$ cat config.mk
export PLATFORM = sky130hd
export DESIGN_NAME = quad_pixel_region
export DESIGN_NICKNAME = d
export VERILOG_FILES = /design/src/rtl/qpr_pkg.sv /design/src/rtl/qpr_tot_meas.sv /design/src/rtl/qpr_pick_lowest.sv /design/src/rtl/qpr_read_fifo.sv /design/src/rtl/quad_pixel_region.sv
export SDC_FILE = /design/constraint.sdc
export NUM_CORES = 1
export LEC_CHECK = 0
export ABC_AREA = 1
export BUFFER_PORTS_ARGS = -buffer_cell sky130_fd_sc_hd__buf_2
export CAP_MARGIN = 20
export CORE_MARGIN = 4
export CORE_UTILIZATION = 68
export DETAILED_ROUTE_END_ITERATION = 8
export GPL_ROUTABILITY_DRIVEN = 0
export PLACE_DENSITY = 0.94
export REMOVE_ABC_BUFFERS = 1
export SETUP_SLACK_MARGIN = 0.02
export SYNTH_ARGS = -nofsm -noshare
export SYNTH_HDL_FRONTEND = slang
export SYNTH_HIERARCHICAL = 1
export SYNTH_SLANG_ARGS = --single-unit
export TNS_END_PERCENT = 50
$ cat constraint.sdc
create_clock -name clk -period 8.8 [get_ports clk]
set_clock_uncertainty 0.2 [all_clocks]
set_input_delay 0.44 -clock clk [delete_from_list [all_inputs] [get_ports clk]]
set_output_delay 0.44 -clock clk [all_outputs]
set_load 0.01 [all_outputs]
$ cat src/rtl/qpr_pkg.sv
// Shared constants and types for the four-pixel regional hit buffer.
// Assumes four pixels per region and 4-bit ToT codes.
package qpr_pkg;
    localparam int NPIX     = 4;
    localparam int TOTW     = 4;
    localparam logic [TOTW-1:0] TOT_NONE = 4'hF;
    localparam logic [TOTW-1:0] TOT_SAT  = 4'hE;

    typedef logic [TOTW-1:0] tot_t;

    typedef enum logic [1:0] {
        SLOT_FREE = 2'd0,
        SLOT_WAIT = 2'd1,
        SLOT_TRIG = 2'd2
    } slot_st_e;
endpackage

$ cat src/rtl/qpr_tot_meas.sv
// Per-pixel ToT meter: counts the clock edges at which the discriminator
// is high, saturating at TOT_SAT. done pulses in the cycle after the
// discriminator falls, with tot holding the final count.
// Assumes disc is synchronous to clk.
module qpr_tot_meas
    import qpr_pkg::*;
(
    input  logic clk,
    input  logic rst_n,
    input  logic disc,
    output tot_t tot,
    output logic done
);
    logic disc_q;
    tot_t cnt;

    // Track the previous discriminator level and count the high edges.
    always_ff @(posedge clk) begin
        if (!rst_n) begin
            disc_q <= 1'b0;
            cnt    <= '0;
        end else begin
            disc_q <= disc;
            if (disc) begin
                if (!disc_q)
                    cnt <= tot_t'(1);
                else if (cnt != TOT_SAT)
                    cnt <= cnt + tot_t'(1);
            end
        end
    end

    assign done = disc_q & ~disc;
    assign tot  = cnt;
endmodule

$ cat src/rtl/qpr_pick_lowest.sv
// Priority encoder: returns the index of the lowest set request bit and
// a flag telling whether any bit is set.
// Assumes IW is wide enough to hold N-1.
module qpr_pick_lowest #(
    parameter int N  = 5,
    parameter int IW = 3
) (
    input  logic [N-1:0]  req,
    output logic [IW-1:0] idx,
    output logic          any
);
    // Scan from the top so that the lowest request is the last one written.
    always_comb begin
        idx = '0;
        any = 1'b0;
        for (int i = N - 1; i >= 0; i--) begin
            if (req[i]) begin
                idx = IW'(i);
                any = 1'b1;
            end
        end
    end
endmodule

$ cat src/rtl/qpr_read_fifo.sv
// Small queue of slot indices kept in trigger order. It never holds more
// than DEPTH entries, because each entry stands for one busy slot.
// Assumes the push side cannot overfill it.
module qpr_read_fifo #(
    parameter int DEPTH = 5,
    parameter int IW    = 3
) (
    input  logic          clk,
    input  logic          rst_n,
    input  logic          push,
    input  logic [IW-1:0] push_idx,
    input  logic          pop,
    output logic [IW-1:0] head_idx,
    output logic          nonempty
);
    localparam int PW = (DEPTH > 1) ? $clog2(DEPTH) : 1;
    localparam int CW = $clog2(DEPTH + 1);
    localparam logic [PW-1:0] LAST = PW'(DEPTH - 1);

    logic [IW-1:0] mem [DEPTH];
    logic [PW-1:0] wr_ptr, rd_ptr;
    logic [CW-1:0] count;

    // Store pushed indices; no reset is needed on the data.
    always_ff @(posedge clk) begin
        if (push)
            mem[wr_ptr] <= push_idx;
    end

    // Advance the pointers and the occupancy count.
    always_ff @(posedge clk) begin
        if (!rst_n) begin
            wr_ptr <= '0;
            rd_ptr <= '0;
            count  <= '0;
        end else begin
            if (push)
                wr_ptr <= (wr_ptr == LAST) ? '0 : wr_ptr + PW'(1);
            if (pop)
                rd_ptr <= (rd_ptr == LAST) ? '0 : rd_ptr + PW'(1);
            if (push && !pop)
                count <= count + CW'(1);
            else if (pop && !push)
                count <= count - CW'(1);
        end
    end

    assign head_idx = mem[rd_ptr];
    assign nonempty = (count != '0);
endmodule

$ cat src/rtl/quad_pixel_region.sv
// Four-pixel regional hit buffer. It measures ToT per pixel, stores large
// hits (with the small hits that go with them) in NSLOT latency slots,
// keeps the slots whose expiry meets a trigger, and offers them to the
// column through a token read port, in allocation order.
// Assumes latency and small_thr are static while hits are in flight, so
// that at most one slot expires per cycle.
module quad_pixel_region
    import qpr_pkg::*;
#(
    parameter int NSLOT = 5,
    parameter int LATW  = 8
) (
    input  logic                 clk,
    input  logic                 rst_n,
    input  logic [NPIX-1:0]      disc,
    input  logic [LATW-1:0]      latency,
    input  logic [TOTW-1:0]      small_thr,
    input  logic                 trig,
    input  logic                 token_in,
    input  logic                 rd_req,
    output logic                 token_out,
    output logic                 rd_valid,
    output logic [NPIX*TOTW-1:0] rd_tot,
    output logic                 ovf
);
    localparam int SIW = (NSLOT > 1) ? $clog2(NSLOT) : 1;

    tot_t            pix_tot [NPIX];
    logic [NPIX-1:0] pix_done, pix_big, pix_small, join_v;
    logic            any_big, have_free, do_alloc, push, rd_fire;
    logic [SIW-1:0]  alloc_idx, push_idx, head_idx, prev_idx;
    logic            prev_v;

    logic [NSLOT-1:0] slot_free, slot_busy, slot_trig, slot_expire;
    logic [NSLOT-1:0][NPIX*TOTW-1:0] slot_tot;

    // One ToT meter per pixel, classified against the small-hit threshold.
    for (genvar p = 0; p < NPIX; p++) begin : g_pix
        qpr_tot_meas u_tot (
            .clk  (clk),
            .rst_n(rst_n),
            .disc (disc[p]),
            .tot  (pix_tot[p]),
            .done (pix_done[p])
        );
        assign pix_big[p]   = pix_done[p] && (pix_tot[p] >= small_thr);
        assign pix_small[p] = pix_done[p] && !pix_big[p];
        assign join_v[p]    = pix_small[p] && !any_big && prev_v;
    end

    assign any_big  = |pix_big;
    assign do_alloc = any_big && have_free;
    assign ovf      = any_big && !have_free;

    qpr_pick_lowest #(.N(NSLOT), .IW(SIW)) u_alloc_pick (
        .req(slot_free),
        .idx(alloc_idx),
        .any(have_free)
    );

    qpr_pick_lowest #(.N(NSLOT), .IW(SIW)) u_expire_pick (
        .req(slot_expire),
        .idx(push_idx),
        .any(push)
    );

    qpr_read_fifo #(.DEPTH(NSLOT), .IW(SIW)) u_queue (
        .clk     (clk),
        .rst_n   (rst_n),
        .push    (push),
        .push_idx(push_idx),
        .pop     (rd_fire),
        .head_idx(head_idx),
        .nonempty(rd_valid)
    );

    // Remember which slot was allocated at the last edge, for late small hits.
    always_ff @(posedge clk) begin
        if (!rst_n) begin
            prev_v   <= 1'b0;
            prev_idx <= '0;
        end else begin
            prev_v   <= do_alloc;
            prev_idx <= alloc_idx;
        end
    end

    // Slot pool: state, latency countdown and four stored ToT nibbles each.
    for (genvar s = 0; s < NSLOT; s++) begin : g_slot
        slot_st_e                  st_r;
        logic [LATW-1:0]           cnt_r;
        logic [NPIX-1:0][TOTW-1:0] tot_r;
        logic                      mine;

        assign mine = do_alloc && (alloc_idx == SIW'(s));

        // Allocate, count down, resolve the trigger, release on read.
        always_ff @(posedge clk) begin
            if (!rst_n) begin
                st_r  <= SLOT_FREE;
                cnt_r <= '0;
                for (int p = 0; p < NPIX; p++)
                    tot_r[p] <= TOT_NONE;
            end else if (mine) begin
                st_r  <= SLOT_WAIT;
                cnt_r <= latency;
                for (int p = 0; p < NPIX; p++)
                    tot_r[p] <= pix_done[p] ? pix_tot[p] : TOT_NONE;
            end else begin
                case (st_r)
                    SLOT_WAIT: begin
                        if (cnt_r == '0)
                            st_r <= trig ? SLOT_TRIG : SLOT_FREE;
                        else
                            cnt_r <= cnt_r - LATW'(1);
                    end
                    SLOT_TRIG: begin
                        if (rd_fire && (head_idx == SIW'(s)))
                            st_r <= SLOT_FREE;
                    end
                    default: ;
                endcase
                for (int p = 0; p < NPIX; p++)
                    if (join_v[p] && (prev_idx == SIW'(s)) && (tot_r[p] == TOT_NONE))
                        tot_r[p] <= pix_tot[p];
            end
        end

        assign slot_free[s]   = (st_r == SLOT_FREE);
        assign slot_busy[s]   = (st_r != SLOT_FREE);
        assign slot_trig[s]   = (st_r == SLOT_TRIG);
        assign slot_expire[s] = (st_r == SLOT_WAIT) && (cnt_r == '0) && trig && !mine;
        assign slot_tot[s]    = tot_r;
    end

    assign rd_fire   = rd_valid && token_in && rd_req;
    assign rd_tot    = slot_tot[head_idx];
    assign token_out = token_in && !rd_valid;
endmodule

==> results of run 1 <==
power by group:
group	internal (uW)	total [uW]	switching, uW
combinational	82.1	251	169
clock	383	746	363
sequential	847	867	20.1
worst max-delay path, cell delays in order (launching register included):
cell and delay [ps]:
dfxtp_1 370, inv_1 80, ha_1 230, nor2_2 140, nand2_1 90, nor2_2 380, nor3b_4 450, nand3_2 750
nand3_1 270, inv_1 70, nand3b_1 310, ha_1 300, inv_1 90, fa_1 420, o21ai_1 130, nor2_1 50
sequential cells by signal (all words and copies together), names as in the netlist, named ones only:
| signal | cells |
|---|---|
| g_pix.u_tot/disc_q | 4 |
| g_pix.u_tot/tot | 16 |
| g_slot.cnt_r | 40 |
| g_slot.st_r | 10 |
| g_slot.tot_r | 80 |
| prev_idx | 3 |
| prev_v | 1 |
| u_queue/count | 3 |
| u_queue/mem | 15 |
| u_queue/rd_ptr | 3 |
| u_queue/wr_ptr | 3 |
per-stage QoR:
step	utilization	hold WS [ps]	setup slack (ps)	instances	area [um^2]
2_1_floorplan	-	257	4750	1515	10300
3_3_place_gp	0.710	273	4600	1748	10800
3_5_place_dp	0.710	277	4430	1748	10800
4_1_cts	0.748	34.8	4450	1780	11300
5_1_grt	0.748	52.3	4110	1780	11300
6_report	0.748	47.3	4350	1780	11300
synthesized netlist by cell type, drive strengths merged (20+ instances only):
| cell type | n | area, um^2 |
|---|---|---|
| a21oi | 68 | 340 |
| nor2 | 112 | 438 |
| o21ai | 81 | 428 |
| ha | 42 | 526 |
| nand3 | 256 | 1290 |
| inv | 254 | 953 |
| dfxtp | 166 | 3320 |
| clkbuf | 25 | 93.8 |
| nand4 | 44 | 275 |
| nor4 | 20 | 125 |
| nand2 | 356 | 1350 |
| xor2 | 24 | 210 |
| o22ai | 33 | 206 |
kinds of logic (layout without fill, tap and decap cells):
family	Yosys count	in the layout
simple gates	814	814
buf+inv	297	333
compound gates	190	190
flops	181	181
fa+ha+maj	43	43
xor+xnor	31	31
metal layers:
layer,track usage,vias up,part of all wire
met5,0,-,0
met4,0.138,0,0.034
met3,0.0634,100,0.097
met2,0.515,591,0.47
met1,0.365,4849,0.40
li1,-,5162,-
path summary, 6_finish.rpt:
check | endpoint | cells past startpoint
worst max-delay path | u_queue/count[1] | 15
worst min-delay path | g_pix[3].u_tot/disc_q | 3
worst max register to register | u_queue/count[1] | 15
worst min register to register | g_slot[0].st_r[0] | 2
final cells by class:
type	count	area, um^2	share of cell area
Clock buffer	18	439	0.0388
Clock inverter	14	126	0.0112
Inverter	256	961	0.0849
Multi-Input combinational cell	1078	5550	0.490
Sequential cell	181	3770	0.333
Tap cell	188	235	0.0208
Timing Repair Buffer	45	240	0.0212
==> results.py, run 1 <==
metrics = {
    "status": {
        "status": "finished, final reports clean",
    },
    "yosys": {
        "async_reset_ff_frac": 0,
        "synth_cell_type_count": 38,
        "syn_area_um2": 10500,
        "ys_warn_count": 6,
        "synth_fa_ha_area_frac": 0.0522,
        "ys_ff_latch": 181,
        "synthXorXnorAreaFrac": 0.0260,
        "synth_compound_area_frac": 0.101,
        "synth-simple-area-share": 0.352,
        "synth.area.mux_share": 0,
        "syn_inst": 1556,
        "synth_edf_count": 15,
        "synth_flop_cell": "dfxtp_1",
        "synth_seq_area_share": 0.361,
        "synth_top_family_by_area": "simple AND/OR/NAND/NOR gates",
        "synth_area_per_cell_um2": 6.72,
    },
    "pwr": {
        "irDropWorstVdd_uv": 145,
        "powerDensity_nw_per_um2": 165,
        "p_total_uw": 1860,
        "p_leak_uw": 0.00610,
    },
    "flow_run": {
        "drv_cap": 0,
    },
    "finish": {
        "syn2layout_area_growth_pct": 8.29,
        "final_cell_mix": "nand2_1, nand3_1, inv_1",
        "num-fill-cells": 1111,
        "final_common_cell": "nand2_1",
        "final_nets": 1643,
        "num_antenna_cells": 0,
        "drive_gt1_frac": 0.0848,
    },
    "setup_path": {
        "required_ps": 8940,
        "r2r_slack_ps": 4350,
        "endpoint_kind": "register",
        "critical_path_class": "reg2reg",
        "crit_fanout": 42,
        "arrival_ps": 4590,
        "crit_path_start_kind": "register",
        "worstReg2RegStart": "g_slot[3].st_r[0]",
        "critPathLaunch": "g_slot[3].st_r[0]",
    },
    "routing": {
        "route.vias.total": 10700,
        "vias_per_cell": 6.01,
        "detail_route.wl_per_cell_um": 15.4,
        "firstDrtPassIters": 7,
        "drtAntennaViolNets": 0,
        "wl_mm": 27.3,
        "first_iter_violations": 1380,
        "drc": 0,
    },
    "floorplanning": {
        "dieArea_um2": 17400,
        "core_area_um2": 15100,
        "die_w_um": 132,
        "ioPinCount": 40,
        "die_h_um": 132,
        "start_util": 0.690,
        "fp-row-count": 45,
    },
    "clocking": {
        "clk_latency_ps": 440,
        "h-tree-depth": 4,
        "cts_buffers": 17,
        "postCtsSetupBuffers": 0,
        "hold_buffers": 0,
        "clockBufferDepth": 2,
        "clkSlewWorstSetupHoldPaths_ps": 70,
        "cts.sinks": 181,
        "ctsResizeCount": 0,
        "root_buffer": "clkbuf_16",
        "cts_tree": "yes",
    },
    "worst_hold_path": {
        "min-delay-path-class": "in2reg",
        "hp-start": "disc[3]",
    },
    "sta": {
        "max_slew_margin": 0.194,
        "tightest_slew_ps": 1200,
        "post-route-period-util": 0.506,
        "grt_setup_unrepaired": "no",
        "setup_tns_ps": 0,
        "report.final.slew_viol_count": 0,
        "fin_crit_ps": 4450,
        "setup_viol": 0,
        "timing.fmax_ghz": 0.225,
        "finalHoldViolCount": 0,
    },
    "global_route": {
        "grt_pass1_vias": 9875,
        "grt_first_pass_wirelength_mm": 44.1,
        "grt_start_max_net_pins": 52,
        "antenna_found_initial": 0,
        "grt_usage": 0.301,
        "overflow": 0,
    },
    "placed_design": {
        "dp_hpwl_mm": 18.3,
        "io_buffers": 39,
    },
}
(Power assumes the default switching activity.)
==> inputs of run 2 (changes only) <==
--- a/config.mk
+++ b/config.mk
@@ -9,10 +9,10 @@
 export BUFFER_PORTS_ARGS = -buffer_cell sky130_fd_sc_hd__buf_2
 export CAP_MARGIN = 20
 export CORE_MARGIN = 4
-export CORE_UTILIZATION = 68
+export CORE_UTILIZATION = 57
 export DETAILED_ROUTE_END_ITERATION = 8
 export GPL_ROUTABILITY_DRIVEN = 0
-export PLACE_DENSITY = 0.94
+export PLACE_DENSITY = 0.85
 export REMOVE_ABC_BUFFERS = 1
 export SETUP_SLACK_MARGIN = 0.02
 export SYNTH_ARGS = -nofsm -noshare
==> constraint.sdc (replaced) <==
create_clock -name clk -period 3.91 [get_ports clk]
set_clock_uncertainty 0.2 [all_clocks]
set_input_delay 0.1955 -clock clk [delete_from_list [all_inputs] [get_ports clk]]
set_output_delay 0.1955 -clock clk [all_outputs]
set_load 0.01 [all_outputs]
==> run 2 against run 1 <==
- via count decreased by 0.88%
- wire length increased by 1.5%
- design area up 3.3%
- fmax up 24%
- global-route usage decreased by 3.0 points
- sequential power up 120%
- non-clock buffer count grew 29
- sequential cell count unchanged
- combinational power rose by 140%
- highest routed layer unchanged
==> results.py, run 2 (synthesis results as in run 1) <==
metrics = {
    "status": {
        "status": "finished, final reports clean",
    },
    "setup_path": {
        "crit_fanout": 8,
        "worstReg2RegStart": "g_slot[3].st_r[0]",
        "timing.critical_path.cells": "inv_1, ha_1, nor2_2, nor2_1, inv_2, nor3_4, nand3_1, nand3_1, inv_1, nor2_2, nand3b_1, ha_1, inv_1, fa_1, o21ai_1, nor2_1",
        "critical_path_class": "reg2reg",
        "endpoint_kind": "register",
        "worst_path_most_repeated_cell": "inv_1",
        "arrival_ps": 3740,
        "critPathLaunch": "g_slot[3].st_r[0]",
        "worst_path_max_delay_cell": "nor2_1",
        "cpPeakStageDelay_ps": 470,
        "crit_path_start_kind": "register",
        "required_ps": 4050,
    },
    "worst_hold_path": {
        "hp-start": "latency[6]",
        "min-delay-path-class": "in2reg",
    },
    "sta": {
        "finalHoldViolCount": 0,
        "tightest_slew_ps": 1120,
        "fin_ws_ps": 308,
        "grt_setup_unrepaired": "no",
        "fin_crit_ps": 3600,
        "max_slew_margin": 0.248,
        "report.final.slew_viol_count": 0,
        "setup_viol": 0,
        "timing.fmax_ghz": 0.278,
        "post-route-period-util": 0.921,
    },
    "clocking": {
        "clkSlewWorstSetupHoldPaths_ps": 70,
        "root_buffer": "clkbuf_16",
        "cts_tree": "yes",
        "cts_buffers": 17,
        "postCtsSetupBuffers": 0,
        "h-tree-depth": 4,
        "clk_latency_ps": 440,
        "cts.sinks": 181,
        "clockBufferDepth": 2,
    },
    "finish": {
        "syn2layout_area_growth_pct": 11.8,
        "num_antenna_cells": 0,
        "final_cell_count_no_fill": 1850,
        "top_register": "g_slot.tot_r",
        "fin_area_um2": 11700,
        "drive_gt1_frac": 0.0987,
        "final_common_cell": "nand2_1",
        "final_cell_mix": "nand2_1, nand3_1, inv_1",
        "largest_register_ffs": 80,
        "final_nets": 1672,
    },
    "routing": {
        "first_iter_violations": 1315,
        "firstDrtPassIters": 8,
        "drtAntennaViolNets": 0,
        "route.vias.total": 10600,
        "detail_route.wl_per_cell_um": 15.0,
        "wl_mm": 27.7,
        "drc": 0,
        "vias_per_cell": 5.73,
    },
    "floorplanning": {
        "core_area_um2": 18000,
        "dieArea_um2": 20600,
        "ioPinCount": 40,
        "fp-row-count": 49,
        "die_w_um": 143,
        "start_util": 0.580,
        "die_h_um": 143,
    },
    "global_route": {
        "grt_start_max_net_pins": 51,
        "overflow": 0,
        "grt_pass1_vias": 9695,
        "grt_usage": 0.271,
        "antenna_found_initial": 0,
        "grt_first_pass_wirelength_mm": 45.4,
    },
    "flow_run": {
        "drv_cap": 0,
    },
    "pwr": {
        "irDropWorstVdd_uv": 348,
        "p_leak_uw": 0.00628,
        "p_total_uw": 4430,
        "powerDensity_nw_per_um2": 379,
    },
    "placed_design": {
        "dpl_worst_slack_ps": 335,
        "dpl_cell_area_um2": 11000,
        "io_buffers": 39,
        "dp_hpwl_mm": 18.7,
        "dp.cells": 1813,
    },
}
==> run 2: cell type report <==
| cell class | instances | area (um^2) |
|---|---|---|
| Multi-Input combinational cell | 1078 | 5550 |
| Timing Repair Buffer | 74 | 470 |
| Inverter | 256 | 961 |
| Fill cell | 1560 | 6330 |
| Clock buffer | 17 | 425 |
| Clock inverter | 15 | 224 |
| Tap cell | 229 | 287 |
| Sequential cell | 181 | 3770 |
==> run 2: metal layers <==
metal	up-vias	routed length [um]	global-route usage
li1	5224	-	-
met1	4815	11800	0.349
met2	465	12900	0.444
met3	104	2170	0.0519
met4	0	953	0.122
met5	-	0	0
==> run 2: timing repair <==
action | CTS | global route
hold endpoints to repair | 25 | 0
hold buffers | 5 | 0
endpoints found under the setup margin | 0 | 1
resized for setup | 0 | 1
==> run 2: worst paths after layout <==
path	to	slack, ps	cells after the start
setup / recovery	u_queue/count[1]	310	16
hold reg to reg	g_slot[0].st_r[0]	280	2
hold / removal	g_slot[0].cnt_r[6]	10	5
setup reg to reg	u_queue/count[1]	310	16
==> run 2: where the power goes <==
part           switching [uW]  internal [uW]  total [uW]
registers                30.8           1910        1940
clock network             761           1140        1900
logic                     393            198         592
==> run 2: stage by stage <==
step	utilization	TNS, ps	hold slack [ps]
floorplan	-	-160	89.0
global placement	0.610	0	249
detailed placement	0.610	0	266
CTS	0.648	0	4.94
global route	0.649	0	51.3
finish	0.649	0	10.5
==> run 2: worst max-delay path: cells and delay by family, from the launching register on <==
kind,cells,cell delay (ps)
simple gates,8,1520
fa+ha+maj,3,920
compound gates,1,140
flops,1,330
buf+inv,4,380
